--- src/rtl/smi_tgt_pkg.sv ---
// Shared widths, mapping modes and command-word field positions for the
// management bus target.
package smi_tgt_pkg;
    localparam int PHY_W  = 5;
    localparam int REG_W  = 5;
    localparam int DATA_W = 16;

    typedef enum logic [1:0] {
        MAP_SINGLE = 2'd0,
        MAP_DUAL   = 2'd1,
        MAP_MULTI  = 2'd2
    } map_mode_e;

    localparam int CMD_BUSY_BIT = 15;
    localparam int CMD_MODE_LO  = 12;
    localparam int CMD_OP_LO    = 10;
    localparam int CMD_DEV_LO   = 5;

    localparam logic [1:0] CMD_MODE_SHORT = 2'b01;
    localparam logic [1:0] CMD_OP_WR      = 2'b01;
    localparam logic [1:0] CMD_OP_RD      = 2'b10;
endpackage

--- src/rtl/smi_addr_decode.sv ---
// Address decoder: picks the mapping mode from the straps and, for the
// frame address given, says whether it is claimed and which internal
// device it names. Assumes the straps are static outside reset.
module smi_addr_decode
    import smi_tgt_pkg::*;
#(
    parameter int PW = PHY_W,
    localparam int SW = PW - 1
) (
    input  logic [SW-1:0] strap,
    input  logic          dual,
    input  logic [PW-1:0] phy,
    output map_mode_e     mode,
    output logic          hit,
    output logic [PW-1:0] dev
);
    // Mode selection from the straps.
    always_comb begin
        if (dual)             mode = MAP_DUAL;
        else if (strap == '0) mode = MAP_SINGLE;
        else                  mode = MAP_MULTI;
    end

    // Claim test and internal device number for each mode.
    always_comb begin
        hit = 1'b0;
        dev = phy;
        case (mode)
            MAP_SINGLE: hit = 1'b1;
            MAP_DUAL: begin
                hit = (phy[PW-1] == strap[SW-1]);
                dev = {1'b0, phy[PW-2:0]};
            end
            default: hit = (phy == {strap, 1'b0});
        endcase
    end
endmodule

--- src/rtl/smi_direct_port.sv ---
// Direct path: holds one claimed frame as an internal bus request until
// the internal bus acknowledges, then issues the response. Assumes the
// top gates new frames while a request is pending.
module smi_direct_port
    import smi_tgt_pkg::*;
#(
    parameter int PW = PHY_W,
    parameter int RW = REG_W,
    parameter int DW = DATA_W
) (
    input  logic          clk,
    input  logic          rst_n,
    input  logic          take,
    input  logic [PW-1:0] fr_dev,
    input  logic [RW-1:0] fr_reg,
    input  logic          fr_wr,
    input  logic [DW-1:0] fr_wdata,
    input  logic          ib_ack,
    input  logic [DW-1:0] ib_rdata,
    output logic          pend,
    output logic [PW-1:0] ib_dev,
    output logic [RW-1:0] ib_reg,
    output logic          ib_wr,
    output logic [DW-1:0] ib_wdata,
    output logic          rsp_v,
    output logic [DW-1:0] rsp_d
);
    // Request lifetime and response generation.
    always_ff @(posedge clk) begin
        if (!rst_n) begin
            pend  <= 1'b0;
            rsp_v <= 1'b0;
            rsp_d <= '0;
        end else begin
            rsp_v <= 1'b0;
            if (pend && ib_ack) begin
                pend  <= 1'b0;
                rsp_v <= 1'b1;
                rsp_d <= ib_wr ? '0 : ib_rdata;
            end else if (take) begin
                pend <= 1'b1;
            end
        end
    end

    // Capture of the frame fields that the request carries.
    always_ff @(posedge clk) begin
        if (!rst_n) begin
            ib_dev   <= '0;
            ib_reg   <= '0;
            ib_wr    <= 1'b0;
            ib_wdata <= '0;
        end else if (take && !pend) begin
            ib_dev   <= fr_dev;
            ib_reg   <= fr_reg;
            ib_wr    <= fr_wr;
            ib_wdata <= fr_wdata;
        end
    end
endmodule

--- src/rtl/smi_indirect_regs.sv ---
// Command/data register pair: answers frames at the device's own address
// and runs one indirect internal access per accepted command, with a busy
// flag for polling. Assumes take is asserted only for claimed frames.
module smi_indirect_regs
    import smi_tgt_pkg::*;
#(
    parameter int PW = PHY_W,
    parameter int RW = REG_W,
    parameter int DW = DATA_W
) (
    input  logic          clk,
    input  logic          rst_n,
    input  logic          take,
    input  logic [RW-1:0] fr_reg,
    input  logic          fr_wr,
    input  logic [DW-1:0] fr_wdata,
    input  logic          ib_ack,
    input  logic [DW-1:0] ib_rdata,
    output logic          ib_req,
    output logic [PW-1:0] ib_dev,
    output logic [RW-1:0] ib_reg,
    output logic          ib_wr,
    output logic [DW-1:0] ib_wdata,
    output logic          rsp_v,
    output logic [DW-1:0] rsp_d
);
    logic          busy;
    logic          op_rd;
    logic [DW-2:0] cmd_q;
    logic [DW-1:0] data_q;
    logic          cmd_wr, data_wr, start;

    // Frame-side decode of register writes and of a valid command.
    always_comb begin
        cmd_wr  = take && fr_wr && (fr_reg == RW'(0));
        data_wr = take && fr_wr && (fr_reg == RW'(1));
        start   = fr_wdata[CMD_BUSY_BIT]
               && (fr_wdata[CMD_MODE_LO +: 2] == CMD_MODE_SHORT)
               && ((fr_wdata[CMD_OP_LO +: 2] == CMD_OP_WR)
                || (fr_wdata[CMD_OP_LO +: 2] == CMD_OP_RD));
    end

    // Read response for a claimed frame, one cycle after acceptance.
    always_ff @(posedge clk) begin
        if (!rst_n) begin
            rsp_v <= 1'b0;
            rsp_d <= '0;
        end else begin
            rsp_v <= take;
            if (!take || fr_wr)           rsp_d <= '0;
            else if (fr_reg == RW'(0))    rsp_d <= {busy, cmd_q};
            else if (fr_reg == RW'(1))    rsp_d <= data_q;
            else                          rsp_d <= '0;
        end
    end

    // Command register, busy flag and access direction.
    always_ff @(posedge clk) begin
        if (!rst_n) begin
            busy  <= 1'b0;
            op_rd <= 1'b0;
            cmd_q <= '0;
        end else begin
            if (cmd_wr && !busy) begin
                cmd_q <= fr_wdata[DW-2:0];
                if (start) begin
                    busy  <= 1'b1;
                    op_rd <= (fr_wdata[CMD_OP_LO +: 2] == CMD_OP_RD);
                end
            end
            if (busy && ib_ack) busy <= 1'b0;
        end
    end

    // Data register: frame writes, overridden by read completion.
    always_ff @(posedge clk) begin
        if (!rst_n) begin
            data_q <= '0;
        end else begin
            if (data_wr) data_q <= fr_wdata;
            if (busy && ib_ack && op_rd) data_q <= ib_rdata;
        end
    end

    assign ib_req   = busy;
    assign ib_dev   = cmd_q[CMD_DEV_LO +: PW];
    assign ib_reg   = cmd_q[RW-1:0];
    assign ib_wr    = !op_rd;
    assign ib_wdata = data_q;
endmodule

--- src/rtl/smi_target.sv ---
// Top of the management bus target: decodes the frame address under the
// strap-selected mode and routes claimed frames to the direct path or to
// the command/data register pair. Assumes straps change only in reset.
module smi_target
    import smi_tgt_pkg::*;
#(
    parameter int PW = PHY_W,
    parameter int RW = REG_W,
    parameter int DW = DATA_W,
    localparam int SW = PW - 1
) (
    input  logic          clk,
    input  logic          rst_n,
    input  logic [SW-1:0] strap_addr,
    input  logic          strap_dual,
    input  logic          frm_valid,
    output logic          frm_ready,
    input  logic [PW-1:0] frm_phy,
    input  logic [RW-1:0] frm_reg,
    input  logic          frm_write,
    input  logic [DW-1:0] frm_wdata,
    output logic          rsp_valid,
    output logic [DW-1:0] rsp_rdata,
    output logic          ib_req,
    output logic          ib_write,
    output logic [PW-1:0] ib_dev,
    output logic [RW-1:0] ib_reg,
    output logic [DW-1:0] ib_wdata,
    input  logic          ib_ack,
    input  logic [DW-1:0] ib_rdata
);
    map_mode_e     mode;
    logic          hit, accept, take_dir, take_ind, is_multi;
    logic [PW-1:0] dec_dev;

    logic          d_req, d_wr, d_rv;
    logic [PW-1:0] d_dev;
    logic [RW-1:0] d_reg;
    logic [DW-1:0] d_wd, d_rd;
    logic          i_req, i_wr, i_rv;
    logic [PW-1:0] i_dev;
    logic [RW-1:0] i_reg;
    logic [DW-1:0] i_wd, i_rd;

    smi_addr_decode #(.PW(PW)) u_dec (
        .strap(strap_addr), .dual(strap_dual), .phy(frm_phy),
        .mode(mode), .hit(hit), .dev(dec_dev)
    );

    // Frame acceptance and routing by mode.
    always_comb begin
        is_multi = (mode == MAP_MULTI);
        accept   = frm_valid && frm_ready;
        take_dir = accept && hit && !is_multi;
        take_ind = accept && hit && is_multi;
    end

    smi_direct_port #(.PW(PW), .RW(RW), .DW(DW)) u_dir (
        .clk(clk), .rst_n(rst_n), .take(take_dir),
        .fr_dev(dec_dev), .fr_reg(frm_reg), .fr_wr(frm_write), .fr_wdata(frm_wdata),
        .ib_ack(ib_ack), .ib_rdata(ib_rdata),
        .pend(d_req), .ib_dev(d_dev), .ib_reg(d_reg), .ib_wr(d_wr), .ib_wdata(d_wd),
        .rsp_v(d_rv), .rsp_d(d_rd)
    );

    smi_indirect_regs #(.PW(PW), .RW(RW), .DW(DW)) u_ind (
        .clk(clk), .rst_n(rst_n), .take(take_ind),
        .fr_reg(frm_reg), .fr_wr(frm_write), .fr_wdata(frm_wdata),
        .ib_ack(ib_ack), .ib_rdata(ib_rdata),
        .ib_req(i_req), .ib_dev(i_dev), .ib_reg(i_reg), .ib_wr(i_wr), .ib_wdata(i_wd),
        .rsp_v(i_rv), .rsp_d(i_rd)
    );

    // Output selection: only the path of the current mode is active.
    always_comb begin
        frm_ready = !d_req;
        if (is_multi) begin
            ib_req = i_req; ib_write = i_wr; ib_dev = i_dev; ib_reg = i_reg; ib_wdata = i_wd;
            rsp_valid = i_rv; rsp_rdata = i_rd;
        end else begin
            ib_req = d_req; ib_write = d_wr; ib_dev = d_dev; ib_reg = d_reg; ib_wdata = d_wd;
            rsp_valid = d_rv; rsp_rdata = d_rd;
        end
    end
endmodule

--- config.mk ---
export PLATFORM = sky130hd
export DESIGN_NAME = smi_target
export DESIGN_NICKNAME = d
export VERILOG_FILES = /design/src/rtl/smi_tgt_pkg.sv /design/src/rtl/smi_addr_decode.sv /design/src/rtl/smi_direct_port.sv /design/src/rtl/smi_indirect_regs.sv /design/src/rtl/smi_target.sv
export SDC_FILE = /design/constraint.sdc
export NUM_CORES = 1
export LEC_CHECK = 0
export BUFFER_PORTS_ARGS = -buffer_cell sky130_fd_sc_hd__buf_2
export CAP_MARGIN = 20
export CORE_MARGIN = 2
export CORE_UTILIZATION = 58
export CTS_CLUSTER_SIZE = 20
export DETAILED_ROUTE_END_ITERATION = 8
export PLACE_DENSITY = 0.9
export RECOVER_POWER = 100
export SKIP_LAST_GASP = 1
export SLEW_MARGIN = 20
export SYNTH_ARGS = -nofsm -noshare
export SYNTH_HDL_FRONTEND = slang
export SYNTH_SLANG_ARGS = --single-unit
--- constraint.sdc ---
create_clock -name clk -period 4.6 [get_ports clk]
set_input_delay 1.15 -clock clk [delete_from_list [all_inputs] [get_ports clk]]
set_output_delay 1.15 -clock clk [all_outputs]
set_load 0.005 [all_outputs]
==> reports/results.ini <==
[outcome]
outcome = finished with violations
violations = max-capacitance violations, max-slew violations

[critical_path]
timing.rr.start = u_dir.pend$_SDFFE_PP0P_
cpMaxStageDelayCell = nor4_1
startpoint = strap_addr[1]
crit_path_end_kind = primary output
criticalPathCategory = input pin to primary output
cp.arrival_ns = 3.08
path_cells = clkbuf_1 > nor4_1 > or2_2 > clkbuf_2 > nand2_1 > nand2_1 > clkbuf_1
cp-start-kind = input pin
reg2regPathDepth = 5
max_stage_delay_ns = 0.55
worst_ep_required_time_ns = 3.45
worstPathMaxFanout = 22

[cts]
numCtsBuffers = 9
cts_resized = 0
cts_tree = built
post_cts_buffers = 0
clock_latency_ns = 0.37
clkSlewWorstSetupHoldPaths_ns = 0.08
postCtsHoldBufs = 0
clock_sinks = 95
clockBufferDepth = 2
root_buffer = clkbuf_8
h-tree-depth = 3

[timing]
skew_ns = 0.00896
hold_viol = 0
finalCriticalPeriod_ns = 4.23
timing.fmax_mhz = 237
setup_violations = 0
rsz0062_at_grt = false
drv_slew = 81
slew_headroom_pct = -30.7
setup_tns_ns = 0
tightest_slew_ns = 1.96
finalCritPeriodShare_pct = 91.9

[die]
std_cell_rows = 31
core_um2 = 7180
die_w_um = 89.6
io_pins = 98
fp.dieH_um = 89.6
die_area_um2 = 8020
initial_core_util_pct = 59.2

[synthesis]
async_reset_ff_share_pct = 0
synth.avg_cell_area_um2 = 7.64
ys_ff_latch = 95
ys.flop_type = dfxtp_1
yosysUniqueCellTypes = 38
syn_area_um2 = 4250
yosys_warnings = 0
ys_seq_area_share_pct = 44.8
synth_cells = 556
syn_nets = 609
synth-edff-count = 0

[hold_path]
worst_hold_startpoint = u_dir.ib_wdata[7]$_SDFFE_PN0P_
hp-class = flop to flop
hold_depth = 2

[placed_design]
dp_hpwl_mm = 8.27
place_congestion = 0.902
port_buffers = 97
dp_cells = 721

[route]
wire_per_inst_um = 16.4
viasPerCell = 6.03
drc_errors = 0
wirelength_mm = 12.1
via_count = 4442
drtAntennaViolNets = 0
first_iter_violations = 504
drtPass1Iterations = 6

[finish]
drive_gt1_share_pct = 14.6
final-instance-count-excl-fill = 737
final_common_cell = nand2_1
final_cell_mix = 167 x nand2_1, 95 x dfxtp_1, 63 x buf_2, 45 x a21oi_1, 44 x o21ai_0
diodes = 0
nets = 686
area_delta_synth_final_pct = 15.2

[grt]
grtUsageTotal_pct = 30.4
grt_pass1_wl_mm = 18.7
antenna_found_initial = 0
grt_overflow_total = 0
grt_pass1_vias = 3973
grt_max_degree = 46

[power]
power.leakage_nw = 1.98
ir_worst_vdd_uv = 157
power.density_nw_per_um2 = 312

[job]
drv_cap = 2

==> synth_stat cells, types with 2 or more instances <==
| cell type | instances | area (µm²) |
|---|---|---|
| a21oi_1 | 45 | 225 |
| a22o_1 | 15 | 131 |
| and2_1 | 2 | 12.5 |
| buf_2 | 5 | 25.0 |
| clkbuf_1 | 34 | 128 |
| dfxtp_1 | 95 | 1900 |
| inv_1 | 4 | 15.0 |
| mux2i_1 | 17 | 170 |
| nand2_1 | 167 | 627 |
| nand3_1 | 43 | 215 |
| nand4_1 | 16 | 100 |
| nor2_1 | 22 | 82.6 |
| nor4_1 | 2 | 12.5 |
| nor4_2 | 2 | 25.0 |
| o211ai_1 | 16 | 120 |
| o21ai_0 | 44 | 220 |
| or4_1 | 3 | 22.5 |
| xor2_1 | 4 | 35.0 |
==> final timing paths <==
check,to,slack (ns)
hold / removal,u_dir.ib_wdata[7]$_SDFFE_PN0P_,0.48
setup / recovery,ib_reg[4],0.37
setup reg to reg,u_ind.rsp_d[5]$_SDFF_PP0_,0.96
hold reg to reg,u_dir.ib_wdata[7]$_SDFFE_PN0P_,0.48
==> worst max-delay path, delay by kind of cell <==
| kind | cells | cell delay (ns) |
|---|---|---|
| and+or+nand+nor | 4 | 1.26 |
| buffers and inverters | 3 | 0.66 |
==> routing by layer <==
layer	routed length (µm)	vias up	GRT usage, %
li1	-	2066	-
met1	4810	2054	39.4
met2	5720	278	47.6
met3	1160	44	7.13
met4	392	0	15.2
met5	0	-	0
==> logic make-up (layout without fill, tap and decap cells) <==
logic type	count (synthesis)	in the layout	synth area share, %
DFF	95	95	44.8
adders and majority gates	1	1	0.295
xor gates and xnor gates	4	4	0.825
muxes	17	17	4.01
buffers and inverters	47	129	4.59
AOI/OAI and AO/OA	123	123	17.0
and+or+nand+nor	269	269	28.5
==> stage by stage <==
stage / area [µm²] / worst slack (ns) / total power, W / util [%] / hold slack (ns)
3_3_place_gp: 4790 / 0.666 / 0.00103 / 66.7 / 0.459
6_report: 4890 / 0.374 / 0.00153 / 68.2 / 0.482
5_1_grt: 4890 / 0.214 / 0.00158 / 68.2 / 0.504
4_1_cts: 4970 / 0.541 / 0.00153 / 69.3 / 0.481
2_1_floorplan: 4250 / 1.19 / 0.000958 / - / 0.448
3_5_place_dp: 4790 / 0.543 / 0.00103 / 66.7 / 0.467
==> power breakdown <==
part	leakage (nW)	switching, W	total [W]	internal [W]
combinational	1.13	0.000108	0.000162	0.0000533
clock	0.0809	0.000288	0.000515	0.000226
sequential	0.768	0.00000999	0.000849	0.000839
total	1.98	0.000407	0.00153	0.00112
==> layout make-up <==
cell class	count	area, µm²
inverters	4	15.0
flip-flops and latches	95	1900
fillers	602	2280
clock inverters	4	30.0
multi-input cells	414	2140
well taps	99	124
repair buffers	109	528
clock buffers	12	155
No activity file was read; power rests on OpenSTA's default activity.
